`src/rtl/irqc_pkg.sv`:
```
package irqc_pkg;
    localparam int BUS_AW = 10;
    localparam int BUS_DW = 32;
    localparam int EN_BIT = 31;
    localparam int ID_W   = 7;
    localparam logic [ID_W-1:0] ID_NONE = 7'd65;

    typedef enum logic [2:0] {
        SEL_NONE,
        SEL_PCI_MAP,
        SEL_OB_MAP,
        SEL_PCI_CLR,
        SEL_OB_CLR
    } sel_kind_e;

    typedef struct packed {
        sel_kind_e  kind;
        logic [4:0] idx;
    } reg_sel_t;

    typedef struct packed {
        logic       valid;
        sel_kind_e  kind;
        logic [4:0] idx;
        logic       en;
    } wr_evt_t;

    // Register selection; bit 2 qualifies every register.
    function automatic reg_sel_t decode_addr(input logic [BUS_AW-1:0] a);
        reg_sel_t s;
        s.kind = SEL_NONE;
        s.idx  = a[7:3];
        if (a[2]) begin
            case (a[9:8])
                2'd0: if (a[7:6] == 2'b00) s.kind = SEL_PCI_MAP;
                2'd1: s.kind = SEL_OB_MAP;
                2'd2: if (a[7:6] == 2'b00) s.kind = SEL_PCI_CLR;
                default: s.kind = SEL_OB_CLR;
            endcase
        end
        return s;
    endfunction

    function automatic logic [30:0] pci_map_low(input int k);
        return 31'((32'h1F << 6) | (k << 2));
    endfunction

    function automatic logic [30:0] ob_map_low(input int j);
        return 31'(32'h7E0 + j);
    endfunction
endpackage

```
`src/rtl/irqc_map_regs.sv`:
```
module irqc_map_regs
    import irqc_pkg::*;
#(
    parameter int NUM_PMAP = 8,
    parameter int NUM_OB   = 32
) (
    input  logic              clk,
    input  logic              rst,
    input  logic              bus_wr,
    input  logic [BUS_AW-1:0] bus_addr,
    input  logic              wr_en_bit,
    output logic [BUS_DW-1:0] bus_rdata,
    output logic [NUM_PMAP-1:0] pci_en,
    output logic [NUM_OB-1:0]   ob_en,
    output wr_evt_t           wr_evt
);
    reg_sel_t sel;
    assign sel = decode_addr(bus_addr);

    assign wr_evt.valid = bus_wr;
    assign wr_evt.kind  = sel.kind;
    assign wr_evt.idx   = sel.idx;
    assign wr_evt.en    = wr_en_bit;

    for (genvar g = 0; g < NUM_PMAP; g++) begin : g_pci
        always_ff @(posedge clk) begin
            if (rst)
                pci_en[g] <= 1'b0;
            else if (bus_wr && sel.kind == SEL_PCI_MAP && sel.idx == 5'(g))
                pci_en[g] <= wr_en_bit;
        end

        p_pci_en_write_r2: assert property (@(posedge clk) disable iff (rst)
            (bus_wr && sel.kind == SEL_PCI_MAP && sel.idx == 5'(g))
            |=> pci_en[g] == $past(wr_en_bit));
    end

    for (genvar g = 0; g < NUM_OB; g++) begin : g_ob
        always_ff @(posedge clk) begin
            if (rst)
                ob_en[g] <= 1'b0;
            else if (bus_wr && sel.kind == SEL_OB_MAP && sel.idx == 5'(g))
                ob_en[g] <= wr_en_bit;
        end
    end

    always_comb begin
        bus_rdata = '0;
        case (sel.kind)
            SEL_PCI_MAP:
                for (int k = 0; k < NUM_PMAP; k++)
                    if (sel.idx == 5'(k)) bus_rdata = {pci_en[k], pci_map_low(k)};
            SEL_OB_MAP:
                for (int j = 0; j < NUM_OB; j++)
                    if (sel.idx == 5'(j)) bus_rdata = {ob_en[j], ob_map_low(j)};
            default: bus_rdata = '0;
        endcase
    end

    p_bit2_guard_r9: assert property (@(posedge clk) disable iff (rst)
        (bus_wr && !bus_addr[2]) |=> ($stable(pci_en) && $stable(ob_en)));
endmodule

```
`src/rtl/irqc_pick.sv`:
```
module irqc_pick #(
    parameter int NUM_PCI     = 32,
    parameter int PCI_PER_MAP = 4,
    parameter int NUM_OB      = 32,
    localparam int NUM_SRC    = NUM_PCI + NUM_OB,
    localparam int NUM_PMAP   = NUM_PCI / PCI_PER_MAP,
    localparam int SRC_W      = $clog2(NUM_SRC)
) (
    input  logic               clk,
    input  logic               rst,
    input  logic [NUM_SRC-1:0] lat,
    input  logic [NUM_PMAP-1:0] pci_en,
    input  logic [NUM_OB-1:0]  ob_en,
    output logic               win_valid,
    output logic [SRC_W-1:0]   win_idx
);
    logic [NUM_SRC-1:0] eligible;

    for (genvar i = 0; i < NUM_SRC; i++) begin : g_elig
        if (i < NUM_PCI) begin : g_pci
            assign eligible[i] = lat[i] & pci_en[i / PCI_PER_MAP];
        end else begin : g_ob
            assign eligible[i] = lat[i] & ob_en[i - NUM_PCI];
        end
    end

    // Lowest index wins; PCI lines occupy the low indices.
    always_comb begin
        win_valid = 1'b0;
        win_idx   = '0;
        for (int i = NUM_SRC - 1; i >= 0; i--) begin
            if (eligible[i]) begin
                win_valid = 1'b1;
                win_idx   = SRC_W'(i);
            end
        end
    end

    p_lowest_wins_r4: assert property (@(posedge clk) disable iff (rst)
        win_valid |-> (eligible[win_idx] &&
                       ((eligible & ((NUM_SRC'(1) << win_idx) - NUM_SRC'(1))) == '0)));
endmodule

```
`src/rtl/irqc_hold.sv`:
```
module irqc_hold
    import irqc_pkg::*;
#(
    parameter int NUM_PCI     = 32,
    parameter int PCI_PER_MAP = 4,
    parameter int NUM_OB      = 32,
    localparam int NUM_SRC    = NUM_PCI + NUM_OB,
    localparam int SRC_W      = $clog2(NUM_SRC),
    localparam int GRP_SHIFT  = $clog2(PCI_PER_MAP)
) (
    input  logic               clk,
    input  logic               rst,
    input  logic [NUM_SRC-1:0] irq_in,
    input  wr_evt_t            wr_evt,
    input  logic               win_valid,
    input  logic [SRC_W-1:0]   win_idx,
    output logic [NUM_SRC-1:0] lat,
    output logic               pend_valid,
    output logic [SRC_W-1:0]   pend_idx
);
    logic             pend_is_pci;
    logic [SRC_W-1:0] pci_grp;
    logic [SRC_W-1:0] ob_num;
    logic [SRC_W-1:0] evt_idx;
    logic             hit;
    logic             clear_hit;

    assign pend_is_pci = pend_idx < SRC_W'(NUM_PCI);
    assign pci_grp     = pend_idx >> GRP_SHIFT;
    assign ob_num      = pend_idx - SRC_W'(NUM_PCI);
    assign evt_idx     = SRC_W'(wr_evt.idx);

    always_comb begin
        case (wr_evt.kind)
            SEL_PCI_MAP: hit = !wr_evt.en && pend_is_pci && (pci_grp == evt_idx);
            SEL_OB_MAP:  hit = !wr_evt.en && !pend_is_pci && (ob_num == evt_idx);
            SEL_PCI_CLR: hit = pend_is_pci && (pci_grp == evt_idx);
            SEL_OB_CLR:  hit = !pend_is_pci && (ob_num == evt_idx);
            default:     hit = 1'b0;
        endcase
    end

    assign clear_hit = wr_evt.valid && pend_valid && hit;

    always_ff @(posedge clk) begin
        if (rst) begin
            lat        <= '0;
            pend_valid <= 1'b0;
            pend_idx   <= '0;
        end else begin
            lat <= irq_in;
            if (clear_hit) begin
                pend_valid <= 1'b0;
            end else if (!pend_valid && win_valid) begin
                pend_valid <= 1'b1;
                pend_idx   <= win_idx;
            end
        end
    end

    p_latch_r1: assert property (@(posedge clk) disable iff (rst)
        1'b1 |=> lat == $past(irq_in));

    p_hold_r5: assert property (@(posedge clk) disable iff (rst)
        (pend_valid && !clear_hit) |=> (pend_valid && pend_idx == $past(pend_idx)));

    p_drop_r6: assert property (@(posedge clk) disable iff (rst)
        clear_hit |=> !pend_valid);

    p_reset_state_r8: assert property (@(posedge clk) disable iff (rst)
        $past(rst) |-> (!pend_valid && lat == '0));
endmodule

```
`src/rtl/irq_concentrator.sv`:
```
module irq_concentrator
    import irqc_pkg::*;
#(
    parameter int NUM_PCI     = 32,
    parameter int PCI_PER_MAP = 4,
    parameter int NUM_OB      = 32,
    localparam int NUM_SRC    = NUM_PCI + NUM_OB,
    localparam int NUM_PMAP   = NUM_PCI / PCI_PER_MAP,
    localparam int SRC_W      = $clog2(NUM_SRC)
) (
    input  logic               clk,
    input  logic               rst,
    input  logic [NUM_SRC-1:0] irq_in,
    input  logic               bus_wr,
    input  logic [BUS_AW-1:0]  bus_addr,
    input  logic [BUS_DW-1:0]  bus_wdata,
    output logic [BUS_DW-1:0]  bus_rdata,
    output logic [NUM_SRC-1:0] vec_req,
    output logic [ID_W-1:0]    req_id
);
    logic [NUM_PMAP-1:0] pci_en;
    logic [NUM_OB-1:0]   ob_en;
    wr_evt_t             wr_evt;
    logic [NUM_SRC-1:0]  lat;
    logic                win_valid;
    logic [SRC_W-1:0]    win_idx;
    logic                pend_valid;
    logic [SRC_W-1:0]    pend_idx;

    irqc_map_regs #(.NUM_PMAP(NUM_PMAP), .NUM_OB(NUM_OB)) u_regs (
        .clk       (clk),
        .rst       (rst),
        .bus_wr    (bus_wr),
        .bus_addr  (bus_addr),
        .wr_en_bit (bus_wdata[EN_BIT]),
        .bus_rdata (bus_rdata),
        .pci_en    (pci_en),
        .ob_en     (ob_en),
        .wr_evt    (wr_evt)
    );

    irqc_pick #(.NUM_PCI(NUM_PCI), .PCI_PER_MAP(PCI_PER_MAP), .NUM_OB(NUM_OB)) u_pick (
        .clk       (clk),
        .rst       (rst),
        .lat       (lat),
        .pci_en    (pci_en),
        .ob_en     (ob_en),
        .win_valid (win_valid),
        .win_idx   (win_idx)
    );

    irqc_hold #(.NUM_PCI(NUM_PCI), .PCI_PER_MAP(PCI_PER_MAP), .NUM_OB(NUM_OB)) u_hold (
        .clk        (clk),
        .rst        (rst),
        .irq_in     (irq_in),
        .wr_evt     (wr_evt),
        .win_valid  (win_valid),
        .win_idx    (win_idx),
        .lat        (lat),
        .pend_valid (pend_valid),
        .pend_idx   (pend_idx)
    );

    assign vec_req = pend_valid ? (NUM_SRC'(1) << pend_idx) : '0;
    assign req_id  = pend_valid ? ID_W'(pend_idx) : ID_NONE;

    // Only a register write may retire or replace a visible request.
    p_out_steady_r5: assert property (@(posedge clk) disable iff (rst)
        (vec_req != '0 && !bus_wr) |=> $stable(vec_req));
endmodule

```
`config.mk`:
```
export PLATFORM = sky130hd
export DESIGN_NAME = irq_concentrator
export DESIGN_NICKNAME = d
export VERILOG_FILES = /design/src/rtl/irqc_pkg.sv /design/src/rtl/irqc_map_regs.sv /design/src/rtl/irqc_pick.sv /design/src/rtl/irqc_hold.sv /design/src/rtl/irq_concentrator.sv
export SDC_FILE = /design/constraint.sdc
export NUM_CORES = 1
export LEC_CHECK = 0
export ABC_AREA = 1
export BUFFER_PORTS_ARGS = -buffer_cell sky130_fd_sc_hd__buf_2
export CAP_MARGIN = 10
export CORE_UTILIZATION = 40
export DETAILED_ROUTE_END_ITERATION = 12
export PLACE_DENSITY = 0.76
export SYNTH_ARGS = -nofsm -noshare
export SYNTH_HDL_FRONTEND = slang
export SYNTH_HIERARCHICAL = 1
export SYNTH_SLANG_ARGS = --single-unit
```
`constraint.sdc`:
```
create_clock -name clk -period 7.8 [get_ports clk]
set_clock_uncertainty 0.1 [all_clocks]
set_input_delay 1.56 -clock clk [delete_from_list [all_inputs] [get_ports clk]]
set_output_delay 1.56 -clock clk [all_outputs]
set_load 0.01 [all_outputs]
```
### Word-level counts from Yosys, hierarchy flattened

Cells that the tools add are included.

* bits in registers: 111
* input bits: 109
* output and inout bits: 103
* logic and storage cells: 385

* add/sub/neg operators: 1
* magnitude comparators: 1
* eq/ne operators: 39
* shift operators: 1
* mux-type cells: 176
* bitwise gates (word level): 65
* reduce and logical (&&, ||, !) cells: 59

Operator list (number)
* $mux W32: 40
* $mux W6: 64
* $eq A5 B5 Y1 const B: 16
* $mux W1: 65
* $and A1 B1 Y1: 64
* $mux W64: 1
* $pmux W32 S2: 1
* $shl A1 B6 Y64 const A: 1
* $logic_and A1 B1 Y1: 51
* $eq A5 B4 Y1 const B: 8
* $eq A5 B3 Y1 const B: 4
* $eq A5 B2 Y1 const B: 2
* $pmux W3 S3: 1
* $mux W7: 1
* $eq A3 B2 Y1 const B: 2
* $eq A6 B5 Y1: 1
* $lt A6 B6 Y1 const B: 1
* $sub A6 B6 Y6 const B: 1
* $eq A4 B5 Y1: 1
* $eq A5 B1 Y1 const B: 1
* $logic_not A5 Y1: 1
* $logic_not A2 Y1: 2
* $pmux W1 S4: 1
* $eq A3 B1 Y1 const B: 1
* 9 further kinds: 11

### Depth between registers and ports, before layout

* word-level depth: 67
* gate-level depth with buffers: 66
* depth with buffers taken out: 66

### Cells and area by module

The synthesis kept the hierarchy.

By module, submodules not included
* irqc_map_regs: instances 1, cells an instance 402, area an instance 2549.9 µm², seq. area each 800.8 µm²
* irqc_hold: instances 1, cells an instance 273, area an instance 2240.9 µm², seq. area each 1421.4 µm²
* irqc_pick: instances 1, cells an instance 241, area an instance 1046.0 µm², seq. area each 0.0 µm²
* irq_concentrator: instances 1, cells an instance 135, area an instance 651.9 µm², seq. area each 0.0 µm²

### Worst setup path before layout

No wires, ideal clock.

* kind: in2out
* start point: input bus_addr[7]
* end point: output bus_rdata[31]
* arrival time: 3.212 ns
* setup slack: 2.928 ns
* stages: 25
* cell sequence: buf_6 -> inv_1 -> clkbuf_1 -> nand4_1 -> nand2_1 -> nor2_1 -> nand4_1 -> nand2_1 -> nand3_1 -> nand2_1 -> nand4_1 -> nand2_1 -> nand3_1 -> nand2_1 -> nand4_1 -> nand2_1 -> nand3_1 -> nand2_1 -> nand4_1 -> nand2_1 -> nand3_1 -> nand2_1 -> nand2_1 -> nand2_1 -> nand2_1

* word-level cells in the longest chain between the ends: 34
* elaborated cells between the ends (all ways): 80

RTL lines
* start: declaration: line irq_concentrator.sv:15 `input logic [BUS_AW-1:0] bus_addr,`
* $logic_not A5 Y1: line irqc_map_regs.sv:52, irqc_map_regs.sv:55
* $mux W32 (32 in a row): line irqc_map_regs.sv:55 `if (sel.idx == 5'(j)) bus_rdata = {ob_en[j], ob_map_low(j)};`
* $pmux W32 S2 (*): line irqc_map_regs.sv:49 `case (sel.kind)`
* end: declaration: line irq_concentrator.sv:17 `output logic [BUS_DW-1:0] bus_rdata,`

Mark *: on every way between the ends. The rest lies on a longest branch, timed or not.

### Final worst setup path

Ends and elaborated chain as after synthesis.

==> out/qor.txt <==
POWER AND IR DROP
----------------------------------------------------------------------------
Clock group share of total power                                       40.4%
Net Sw Power                                                          281 uW
Combinational power share                                               8.3%
Switching Share                                                        24.3%
Power Density                                                     154 nW/um2
Share of total power in sequential cells                               51.3%
Worst IR drop on VDD                                                0.113 mV
Internal power consumption                                            876 uW
Leakage                                                           0.00390 uW
Design Power                                                         1160 uW

CLOCK TREE
----------------------------------------------------------------------------
Post-cts repair resize count                                               0
Clock-pin transition on the worst setup and hold timing paths        0.07 ns
Post-CTS Setup Inserts                                                     0
CTS tree                                                               built
Number of clock buffers inserted by TritonCTS                              9
CTS root buf                                                    sky130_fd_sc_hd__clkbuf_16
Latest clock arrival within the worst-skew pair                      0.35 ns
Maximum buffer depth of the clock tree                                     2
Total of hold buffers inserted after clock tree synthesis                  0
H-tree lvl count                                                           3
Number of sinks handled by clock tree synthesis                          111

SYNTH
----------------------------------------------------------------------------
Largest area contributor in the synthesized netlist             sky130_fd_sc_hd__dfxtp_1
Count of unique library cells instantiated by Yosys                       37
Avg Synthesized Cell Area                                           6.17 um2
Primary FF master, synth                                        sky130_fd_sc_hd__dfxtp_1
Share of Yosys cell area claimed by the top area cell type             34.2%
Syn Std Cell Area                                                   6490 um2
Yosys reg bits                                                           111
Post-Syn Instances                                                     1,051
Library cell with the highest instance count after synthesis    sky130_fd_sc_hd__nand2_1
Number of synthesized flops with an enable pin                             0
Leading cell types by count after synthesis                     sky130_fd_sc_hd__nand2_1, sky130_fd_sc_hd__nor2_1, sky130_fd_sc_hd__inv_1, sky130_fd_sc_hd__dfxtp_1, sky130_fd_sc_hd__nand3_1
Proportion of synthesized chip area in sequential cells                34.2%
Post-synthesis async set-or-reset flop share                              0%
Number of synthesis warnings                                               6
Biggest area contributors in the synthesized netlist            sky130_fd_sc_hd__dfxtp_1, sky130_fd_sc_hd__nand2_1, sky130_fd_sc_hd__nor2_1, sky130_fd_sc_hd__inv_1, sky130_fd_sc_hd__nand3_1

DRT
----------------------------------------------------------------------------
Wire length per cell after detailed routing                          12.0 um
Number of nets still failing antenna checks after routing                  0
Residual DRC                                                               0
First-pass iteration count of the detailed router                          5
Vias per cell                                                           4.82
Via total after detailed routing                                       6,711
Wirelength, routed                                                   16.8 mm
Detailed router's first-iteration violation count                        540

PLACEMENT
----------------------------------------------------------------------------
Placement Setup Slack                                                1.90 ns
Standard cell area after detailed placement                         7200 um2
Detailed placement HPWL                                              12.7 mm
Final RePlAce weighted congestion                                      0.933
Buffers added on ports                                                   158

STATUS
----------------------------------------------------------------------------
Result of the run                                               complete, no violations

FINISH
----------------------------------------------------------------------------
Share of cells above drive strength 1                                  20.8%
Final instance area                                                 7510 um2
Footprint of the multi-input gates                                  3360 um2
Net count reported at finish                                           1,279
Antenna cells                                                              0
Filler Cells Inserted                                                  1,707
Final core utilization                                                 47.3%
Total area of sequential cells                                      2220 um2
Area Growth Syn to Fin                                                 15.8%

WORST SETUP PATH
----------------------------------------------------------------------------
Reg2Reg Setup Slack                                                  3.81 ns
Worst setup EP type                                               output pin
Number of cells on the worst reg-to-reg path                              66
Biggest fanout along the worst timing path                                21
Worst Path Class, Setup                                               in2out
Crit path DAT                                                        4.30 ns
Category of the worst setup path launch point                   primary input
Critical path required time                                          6.14 ns

FLOORPLANNING
----------------------------------------------------------------------------
Ports                                                                    212
Starting density of the core                                           40.8%
Die area                                                          16,700 um2
Count of standard-cell rows                                               46
Die Ht                                                                129 um
Die extent in x                                                       129 um
Core box area                                                     15,900 um2

JOB
----------------------------------------------------------------------------
Max Cap Viol                                                               0

TIMING
----------------------------------------------------------------------------
Setup total negative slack                                              0 ns
Count of pins over their slew limit                                        0
Worst Max-Slew Pin Slew                                              1.03 ns
Share of the clock period used by the worst path                       76.4%
Worst-case setup margin in the final layout                          1.84 ns
Min Clock Period, post-route                                         5.96 ns
Number of endpoints failing setup at the final stage                       0
Final count of hold timing violations                                      0
Max Fclk                                                             168 MHz
Setup repair after global routing missed its margin                    false
Slew margin rel.                                                       31.0%

GLOBAL ROUTE
----------------------------------------------------------------------------
Grt total ovfl                                                             0
GRT Total Usage                                                        20.2%
Pin count of the biggest net entering global routing                     106
First-pass GRT wire length                                           26.7 mm
Initial antenna violation count                                            0
Vias in the first global route                                         5,632

WORST HOLD PATH
----------------------------------------------------------------------------
Cell count of the worst hold path                                          2
Classification of the worst-slack hold path                          reg2reg

==> registers in the layout (all words and copies together) (netlist names) <==
signal and flops:
u_hold/pend_idx 6, u_regs/ob_en 32, u_regs/pci_en 8, u_hold/lat 64, u_hold/pend_valid 1
==> area by class of cell <==
| type | count | share of cell area, % |
|---|---|---|
| tap | 216 | 3.60 |
| multi-input combinational | 744 | 44.7 |
| timing repair buffer | 161 | 10.8 |
| clock buffer | 10 | 3.18 |
| clock inverter | 6 | 0.933 |
| inverter | 143 | 7.14 |
| sequential | 111 | 29.6 |
==> cells by family (layout without fill, tap and decap cells) <==
| logic type | after synthesis | in the layout | share of synthesized area, % |
|---|---|---|---|
| buffers and inverters | 215 | 320 | 15.1 |
| AND/OR/NAND/NOR | 606 | 606 | 40.9 |
| AO/OA/AOI/OAI | 117 | 117 | 9.55 |
| other | 1 | 20 | 0.0578 |
| XOR/XNOR | 1 | 1 | 0.135 |
| flip-flops | 111 | 111 | 34.2 |
==> power by group through the flow <==
stage / Combinational [uW] / Clock, uW / Sequential (uW)
2_1_floorplan: 73.4 / 0 / 604
3_3_place_gp: 94.6 / 0 / 607
5_1_grt: 110 / 502 / 595
4_1_cts: 95.5 / 478 / 594
6_report: 96.0 / 467 / 594
3_5_place_dp: 95.2 / 0 / 607
==> routing by layer <==
| layer | part of all wire (%) | vias to the layer above | GRT usage, % |
|---|---|---|---|
| met4 | 1.4 | 0 | 6.16 |
| met3 | 7.2 | 16 | 2.77 |
| met5 | 0 | - | 0 |
| met1 | 44 | 2940 | 25.4 |
| met2 | 47 | 295 | 35.8 |
| li1 | - | 3460 | - |
==> cell usage in the layout (no fill, tap or decap), types with 3 or more instances in the layout <==
master,n
sky130_fd_sc_hd__buf_4,3
sky130_fd_sc_hd__nor2_1,189
sky130_fd_sc_hd__clkinvlp_4,3
sky130_fd_sc_hd__o22ai_1,3
sky130_fd_sc_hd__or2_2,3
sky130_fd_sc_hd__clkbuf_16,9
sky130_fd_sc_hd__nand2_4,5
sky130_fd_sc_hd__inv_2,8
sky130_fd_sc_hd__nor2_4,3
sky130_fd_sc_hd__nor2_2,20
sky130_fd_sc_hd__o21ai_0,36
sky130_fd_sc_hd__nand4_1,33
sky130_fd_sc_hd__buf_2,158
sky130_fd_sc_hd__dfxtp_1,111
sky130_fd_sc_hd__nor3_1,13
sky130_fd_sc_hd__nand2_2,23
sky130_fd_sc_hd__nand3_1,68
sky130_fd_sc_hd__conb_1,20
sky130_fd_sc_hd__o21ai_1,9
sky130_fd_sc_hd__inv_1,134
sky130_fd_sc_hd__a21oi_1,57
sky130_fd_sc_hd__nand2_1,242
sky130_fd_sc_hd__a31oi_1,4
==> worst max-delay path: stages <==
cell	delay, ns
sky130_fd_sc_hd__buf_2	0.35
sky130_fd_sc_hd__inv_1	0.40
sky130_fd_sc_hd__nand3_1	0.33
sky130_fd_sc_hd__nor2_1	0.07
sky130_fd_sc_hd__nor2_1	0.08
sky130_fd_sc_hd__nand4_1	0.09
sky130_fd_sc_hd__nand2_1	0.07
sky130_fd_sc_hd__nand3_1	0.06
sky130_fd_sc_hd__nand2_1	0.06
sky130_fd_sc_hd__nand4_1	0.07
sky130_fd_sc_hd__nand2_1	0.07
sky130_fd_sc_hd__nand3_1	0.07
sky130_fd_sc_hd__nand2_1	0.06
sky130_fd_sc_hd__nand4_1	0.08
sky130_fd_sc_hd__nand2_1	0.07
sky130_fd_sc_hd__nand3_1	0.07
sky130_fd_sc_hd__nand2_1	0.07
sky130_fd_sc_hd__nand4_1	0.08
sky130_fd_sc_hd__nand2_1	0.08
sky130_fd_sc_hd__nand3_1	0.06
sky130_fd_sc_hd__nand2_1	0.06
sky130_fd_sc_hd__nand2_1	0.04
sky130_fd_sc_hd__nand2_1	0.09
sky130_fd_sc_hd__nand2_1	0.10
sky130_fd_sc_hd__buf_2	0.15
==> per-stage QoR <==
stage               instances  hold slack, ns
detailed placement       1375           0.382
floorplan                1070           0.357
CTS                      1391           0.393
global route             1391           0.417
global placement         1375           0.375
finish                   1391           0.395
==> worst paths after layout <==
check,from,end
max,bus_addr[7],bus_rdata[31]
min,u_regs/ob_en[31]$_SDFFE_PP0P_,u_regs/ob_en[31]$_SDFFE_PP0P_
max reg2reg,u_hold/lat[63]$_SDFF_PP0_,u_hold/pend_idx[0]$_SDFFE_PP0P_
min reg2reg,u_regs/ob_en[31]$_SDFFE_PP0P_,u_regs/ob_en[31]$_SDFFE_PP0P_
Note: power is estimated with default switching activity, not from simulation.
